--- config.mk ---
export PLATFORM = sky130hd
export DESIGN_NAME = pacap_top
export DESIGN_NICKNAME = d
export VERILOG_FILES = /design/src/rtl/pacap_pkg.sv /design/src/rtl/pacap_insync.sv /design/src/rtl/pacap_accum.sv /design/src/rtl/pacap_capture.sv /design/src/rtl/pacap_top.sv
export SDC_FILE = /design/constraint.sdc
export NUM_CORES = 1
export LEC_CHECK = 0
export ABC_AREA = 1
export CORE_UTILIZATION = 45
export DETAILED_ROUTE_END_ITERATION = 10
export GPL_TIMING_DRIVEN = 0
export MAX_ROUTING_LAYER = met4
export PLACE_DENSITY = 0.72
export SLEW_MARGIN = 15
export SYNTH_ARGS = -nofsm -noshare
export SYNTH_HDL_FRONTEND = slang
export SYNTH_HIERARCHICAL = 1
export SYNTH_SLANG_ARGS = --single-unit
--- constraint.sdc ---
create_clock -name clk -period 3 [get_ports clk]
set_input_delay 0.9 -clock clk [delete_from_list [all_inputs] [get_ports clk]]
set_output_delay 0.9 -clock clk [all_outputs]
set_load 0.03 [all_outputs]
--- src/rtl/pacap_pkg.sv ---
`timescale 1ns/1ps
package pacap_pkg;
  typedef enum logic [1:0] {
    EDGE_OFF  = 2'b00,
    EDGE_RISE = 2'b01,
    EDGE_FALL = 2'b10,
    EDGE_ANY  = 2'b11
  } edge_mode_e;

  // Decide whether a changed bit at its new level qualifies under a mode.
  function automatic logic edge_hit(edge_mode_e m, logic chg, logic lvl);
    case (m)
      EDGE_RISE: return chg & lvl;
      EDGE_FALL: return chg & ~lvl;
      EDGE_ANY:  return chg;
      default:   return 1'b0;
    endcase
  endfunction
endpackage

--- src/rtl/pacap_insync.sv ---
`timescale 1ns/1ps
module pacap_insync #(
  parameter int            W           = 8,
  parameter logic [W-1:0]  MASK_HI_IN  = 8'h83,
  parameter logic [W-1:0]  MASK_HI_OUT = 8'h03
) (
  input  logic         clk,
  input  logic         rst_n,
  input  logic [W-1:0] pin_in,
  input  logic         hi_dir_out,
  output logic [W-1:0] cur_v,
  output logic [W-1:0] delta
);
  logic [W-1:0] s1_q, s2_q, prev_q, accept;

  always_ff @(posedge clk or negedge rst_n) begin
    if (!rst_n) begin
      s1_q   <= '0;
      s2_q   <= '0;
      prev_q <= '0;
    end else begin
      s1_q   <= pin_in;
      s2_q   <= s1_q;
      prev_q <= cur_v;
    end
  end

  always_comb begin
    accept = hi_dir_out ? MASK_HI_OUT : MASK_HI_IN;
    cur_v  = (s2_q & accept) | (prev_q & ~accept);
    delta  = cur_v ^ prev_q;
  end

  // bits outside the widest acceptance mask never move
  a_r1_hold_outside: assert property (@(posedge clk) disable iff (!rst_n)
    $stable(prev_q & ~MASK_HI_IN));
  // with the top bit as an output, its image bit is frozen
  a_r2_hi_frozen: assert property (@(posedge clk) disable iff (!rst_n)
    $past(hi_dir_out) |-> prev_q[W-1] == $past(prev_q[W-1]));
endmodule

--- src/rtl/pacap_accum.sv ---
`timescale 1ns/1ps
module pacap_accum #(
  parameter int CNT_W = 8
) (
  input  logic             clk,
  input  logic             rst_n,
  input  logic             en,
  input  logic             gated,
  input  logic             rise,
  input  logic             chg,
  input  logic             lvl,
  output logic [CNT_W-1:0] cnt,
  output logic             wrap
);
  localparam logic [CNT_W-1:0] TOP = {CNT_W{1'b1}};
  logic inc;

  always_comb begin
    inc  = en && !gated && chg && (rise ? lvl : !lvl);
    wrap = inc && (cnt == TOP);
  end

  always_ff @(posedge clk or negedge rst_n) begin
    if (!rst_n) cnt <= '0;
    else if (inc) cnt <= cnt + 1'b1;
  end

  // counter frozen while disabled or gated
  a_r4_idle_frozen: assert property (@(posedge clk) disable iff (!rst_n)
    $past(!en || gated) |-> cnt == $past(cnt));
  // a wrap always lands on zero
  a_r6_wrap_zero: assert property (@(posedge clk) disable iff (!rst_n)
    wrap |=> cnt == '0);
  // the counter moves by at most one per cycle
  a_r5_single_step: assert property (@(posedge clk) disable iff (!rst_n)
    (cnt != $past(cnt)) |-> cnt == $past(cnt) + 1'b1);
endmodule

--- src/rtl/pacap_capture.sv ---
`timescale 1ns/1ps
module pacap_capture
  import pacap_pkg::*;
(
  input  logic [1:0] mode,
  input  logic       chg,
  input  logic       lvl,
  output logic       hit
);
  always_comb hit = edge_hit(edge_mode_e'(mode), chg, lvl);
endmodule

--- src/rtl/pacap_top.sv ---
`timescale 1ns/1ps
module pacap_top #(
  parameter int                 PORT_W      = 8,
  parameter int                 CNT_W       = 8,
  parameter int                 N_CAP       = 3,
  parameter int                 UNIT_W      = $clog2(N_CAP + 1),
  parameter logic [PORT_W-1:0]  MASK_HI_IN  = 8'h83,
  parameter logic [PORT_W-1:0]  MASK_HI_OUT = 8'h03
) (
  input  logic               clk,
  input  logic               rst_n,
  input  logic [PORT_W-1:0]  pin_in,
  input  logic               hi_dir_out,
  input  logic               acc_en,
  input  logic               acc_gated,
  input  logic               acc_rise,
  input  logic [2*N_CAP-1:0] cap_mode,
  input  logic               clr_we,
  input  logic [N_CAP:0]     clr_bits,
  output logic [CNT_W-1:0]   pulse_cnt,
  output logic               ovf_flag,
  output logic [N_CAP-1:0]   cap_flags,
  output logic               cap_stb,
  output logic [UNIT_W-1:0]  cap_unit,
  output logic               irq_update
);
  localparam int ACC_BIT = PORT_W - 1;

  logic [PORT_W-1:0] cur_v, delta;
  logic [N_CAP-1:0]  hits, cap_nxt;
  logic              wrap, ovf_nxt, irq_nxt;
  logic [N_CAP:0]    clr_eff, flags_all;
  logic [UNIT_W-1:0] unit_nxt;

  pacap_insync #(.W(PORT_W), .MASK_HI_IN(MASK_HI_IN), .MASK_HI_OUT(MASK_HI_OUT)) u_sync (
    .clk(clk), .rst_n(rst_n), .pin_in(pin_in), .hi_dir_out(hi_dir_out),
    .cur_v(cur_v), .delta(delta));

  pacap_accum #(.CNT_W(CNT_W)) u_acc (
    .clk(clk), .rst_n(rst_n), .en(acc_en), .gated(acc_gated), .rise(acc_rise),
    .chg(delta[ACC_BIT]), .lvl(cur_v[ACC_BIT]), .cnt(pulse_cnt), .wrap(wrap));

  for (genvar g = 0; g < N_CAP; g++) begin : g_cap
    pacap_capture u_cap (
      .mode(cap_mode[2*g +: 2]), .chg(delta[g]), .lvl(cur_v[g]), .hit(hits[g]));
  end

  always_comb begin
    clr_eff  = clr_we ? clr_bits : '0;
    ovf_nxt  = (ovf_flag & ~clr_eff[N_CAP]) | wrap;
    cap_nxt  = (cap_flags & ~clr_eff[N_CAP-1:0]) | hits;
    irq_nxt  = |({wrap, hits} & ~{ovf_flag, cap_flags});
    unit_nxt = '0;
    for (int i = 0; i < N_CAP; i++)
      if (hits[i]) unit_nxt = UNIT_W'(N_CAP - i);
  end

  always_ff @(posedge clk or negedge rst_n) begin
    if (!rst_n) begin
      ovf_flag   <= 1'b0;
      cap_flags  <= '0;
      cap_stb    <= 1'b0;
      cap_unit   <= '0;
      irq_update <= 1'b0;
    end else begin
      ovf_flag   <= ovf_nxt;
      cap_flags  <= cap_nxt;
      cap_stb    <= |hits;
      cap_unit   <= unit_nxt;
      irq_update <= irq_nxt;
    end
  end

  assign flags_all = {ovf_flag, cap_flags};

  // a flag never drops without a clear request
  a_r9_sticky: assert property (@(posedge clk) disable iff (!rst_n)
    ($past(flags_all) & ~$past(clr_eff) & ~flags_all) == '0);
  // an update pulse always comes with a newly risen flag
  a_r10_irq_cause: assert property (@(posedge clk) disable iff (!rst_n)
    irq_update |-> (flags_all & ~$past(flags_all)) != '0);
  // the reported unit is in range and its flag is set
  a_r8_unit_range: assert property (@(posedge clk) disable iff (!rst_n)
    cap_stb |-> (cap_unit >= UNIT_W'(1)) && (int'(cap_unit) <= N_CAP));
  a_r8_unit_flag: assert property (@(posedge clk) disable iff (!rst_n)
    cap_stb |-> ((cap_flags >> (N_CAP - int'(cap_unit))) & 1) != 0);
  // no change is ever seen outside the widest mask
  a_r1_quiet_bits: assert property (@(posedge clk) disable iff (!rst_n)
    ((delta | cur_v) & ~MASK_HI_IN) == '0);
endmodule

==> results.py <==
metrics = {
    "run_status": {
        "outcome": "finished with violations",
        "violations": "DRC",
    },
    "worst_setup_path": {
        "cpPeakStageDelay_ps": 720,
        "cp_top_family": "buffers and inverters",
        "start_kind": "flop",
        "crit_buf_inv": 1,
        "worst-setup-path-type": "flop to output port",
        "slowest_stage": "clkdlybuf4s50_1",
        "crit_required_ps": 2100,
        "crit_chain": "clkdlybuf4s50_1",
        "endpoint_kind": "output port",
        "worstPathArrival_ps": 1530,
        "cp_max_fo": 7,
        "r2r_start": "u_sync/s2_q[7]",
        "crit_start": "u_acc/cnt[2]",
    },
    "grt": {
        "grtUsageMet1_pct": 20.18,
        "grt_overflow": 0,
        "antenna_found_initial": 0,
        "grt_start_max_net_pins": 26,
        "met3_usage_pct": 2.494,
        "grt_pass1_wl_mm": 4.402,
        "globalRouteTotalUtil_pct": 17.78,
        "grt_pass1_vias": 1109,
        "busiest_layer": "met2",
        "gr-usage-met2_pct": 31.73,
    },
    "placed_design": {
        "gp_congestion": 0.7928,
        "placedCellCount": 236,
        "hpwl_mm": 2.016,
        "portBuffers": 35,
    },
    "cts": {
        "worstSkewPairLatency_ps": 320,
        "cts.sinks": 25,
        "htree_levels": 1,
        "cts_setup_buffers": 0,
        "clock-root-buffer": "clkbuf_4",
        "postCtsHoldBufs": 0,
        "cts_tree": "done",
        "clk_pin_slew_ps": 140,
        "cts-buffers-inserted": 3,
        "cts_resized": 0,
        "ctsLongestPathBuffers": 2,
    },
    "drt": {
        "initialDrtViolationCount": 18,
        "postRouteAntennaNets": 0,
        "route.detailed.drc": 1,
        "wl_per_cell_um": 10.52,
        "drtPass1Iterations": 7,
        "vias": 1122,
        "vias_per_cell": 4.675,
        "wl_mm": 2.524,
    },
    "sta": {
        "tns_ps": 0,
        "setup_viol": 0,
        "hold_viol_final": 0,
        "relSlewSlack_pct": 63.75,
        "min_period_ps": 2430,
        "fin_skew_ps": 13.41,
        "fmax_mhz": 411.5,
        "period_share_pct": 81.00,
        "worst_pin_slew_ps": 543.8,
        "rsz0062_at_grt": "false",
        "holdWs_ps": 364.9,
        "report.final.slew_viol_count": 0,
    },
    "final_layout": {
        "area_delta_synth_final_pct": 29.98,
        "n_fill_cell": 269,
        "fin_nets": 245,
        "final_cell_count_no_fill": 240,
        "antenna_cells": 0,
        "layout-drive-gt1-share_pct": 9.091,
    },
    "min_path": {
        "holdCritStartpoint": "u_sync/s1_q[0]",
        "hold_path_class": "flop to flop",
    },
    "power_and_ir_drop": {
        "comb_power_share_pct": 33.3,
        "p_int_uw": 558.4,
        "p_switching_uw": 291.9,
        "p_leak_uw": 0.0009192,
        "p_sw_share_pct": 34.32,
        "p_seq_share_pct": 49.1,
        "pwr-share-clk_pct": 17.6,
        "power.density_mw_per_mm2": 473.6,
        "ir_drop_mv": 0.2282,
    },
    "synthesis": {
        "yosysWarnings": 6,
        "synth_area_sq_mm": 0.001381,
        "syn_inst": 169,
        "syn_avg_cell_area_sq_um": 8.174,
    },
    "run": {
        "maxCapViolCount": 0,
    },
    "floorplan": {
        "coreArea_sq_mm": 0.002829,
        "die_w_um": 57.41,
        "dieArea_sq_mm": 0.003295,
        "start_util_pct": 48.83,
        "die_y_um": 57.41,
        "ios": 41,
        "rows": 19,
    },
}
## sequential cells by signal, summed over array words and instances, names as in the netlist
| register | cells |
|---|---|
| cap_flags | 3 |
| cap_stb | 1 |
| cap_unit | 2 |
| irq_update | 1 |
| ovf_flag | 1 |
| u_acc/cnt | 8 |
| u_sync/prev_q | 3 |
| u_sync/s1_q | 3 |
| u_sync/s2_q | 3 |
## layout make-up
cell class              count  area, sq um  share of cell area [%]
clock buffers               4        26.28                   1.463
inverters                  36        135.1                   7.526
well taps                  31        38.79                   2.160
plain buffers               4        30.03                   1.672
flip-flops and latches     25        625.6                   34.84
multi-input cells         105        594.3                   33.10
repair buffers             35        345.3                   19.23
## cell usage in the layout (no fill, tap or decap)
master / instances
o21bai_1: 1
buf_2: 1
xnor2_1: 4
clkbuf_1: 1
nor2_4: 1
nor2_2: 2
ha_1: 10
xor2_1: 2
a21o_1: 1
nand3_1: 9
clkbuf_4: 3
conb_1: 2
buf_4: 4
nand2_2: 1
nor2_1: 5
dfrtp_1: 25
inv_1: 36
nand2_1: 55
clkdlybuf4s50_1: 34
o21ai_0: 2
a21oi_1: 2
a21oi_2: 3
nand3_2: 4
nand3b_1: 1
## power by group through the flow
stage / clock network [uW] / registers (uW) / logic [uW]
6_report: 150 / 417 / 283
5_1_grt: 175 / 424 / 307
4_1_cts: 158 / 418 / 287
3_5_place_dp: 0 / 426 / 285
3_3_place_gp: 0 / 423 / 279
2_1_floorplan: 0 / 491 / 93.1
## stage by stage
stage               util (%)  cell area (sq um)  worst slack [ps]  power, uW
global placement       62.72               1774             405.1      702.6
CTS                    63.64               1800             553.6      863.4
detailed placement     62.72               1774             374.9      710.7
floorplan                  -               1385              1122      583.9
global route           63.47               1795             483.4      905.8
finish                 63.47               1795             569.9      850.3
## per-layer routing
layer,vias to the layer above,routed length [um]
met5,-,0
met4,0,13
met3,2,125
met2,25,1325
met1,518,1060
li1,577,-
## path summary, 6_finish.rpt
path                             endpoint  slack (ps)  cells past startpoint
max in group asynchronous  u_sync/s1_q[0]        2080                      1
min reg2reg                u_sync/s2_q[0]         360                      0
min in group asynchronous        ovf_flag         540                      1
min                        u_sync/s2_q[0]         360                      0
max reg2reg                    irq_update        1410                     12
max                          pulse_cnt[2]         570                      1
No activity file was read; power rests on OpenSTA's default activity.
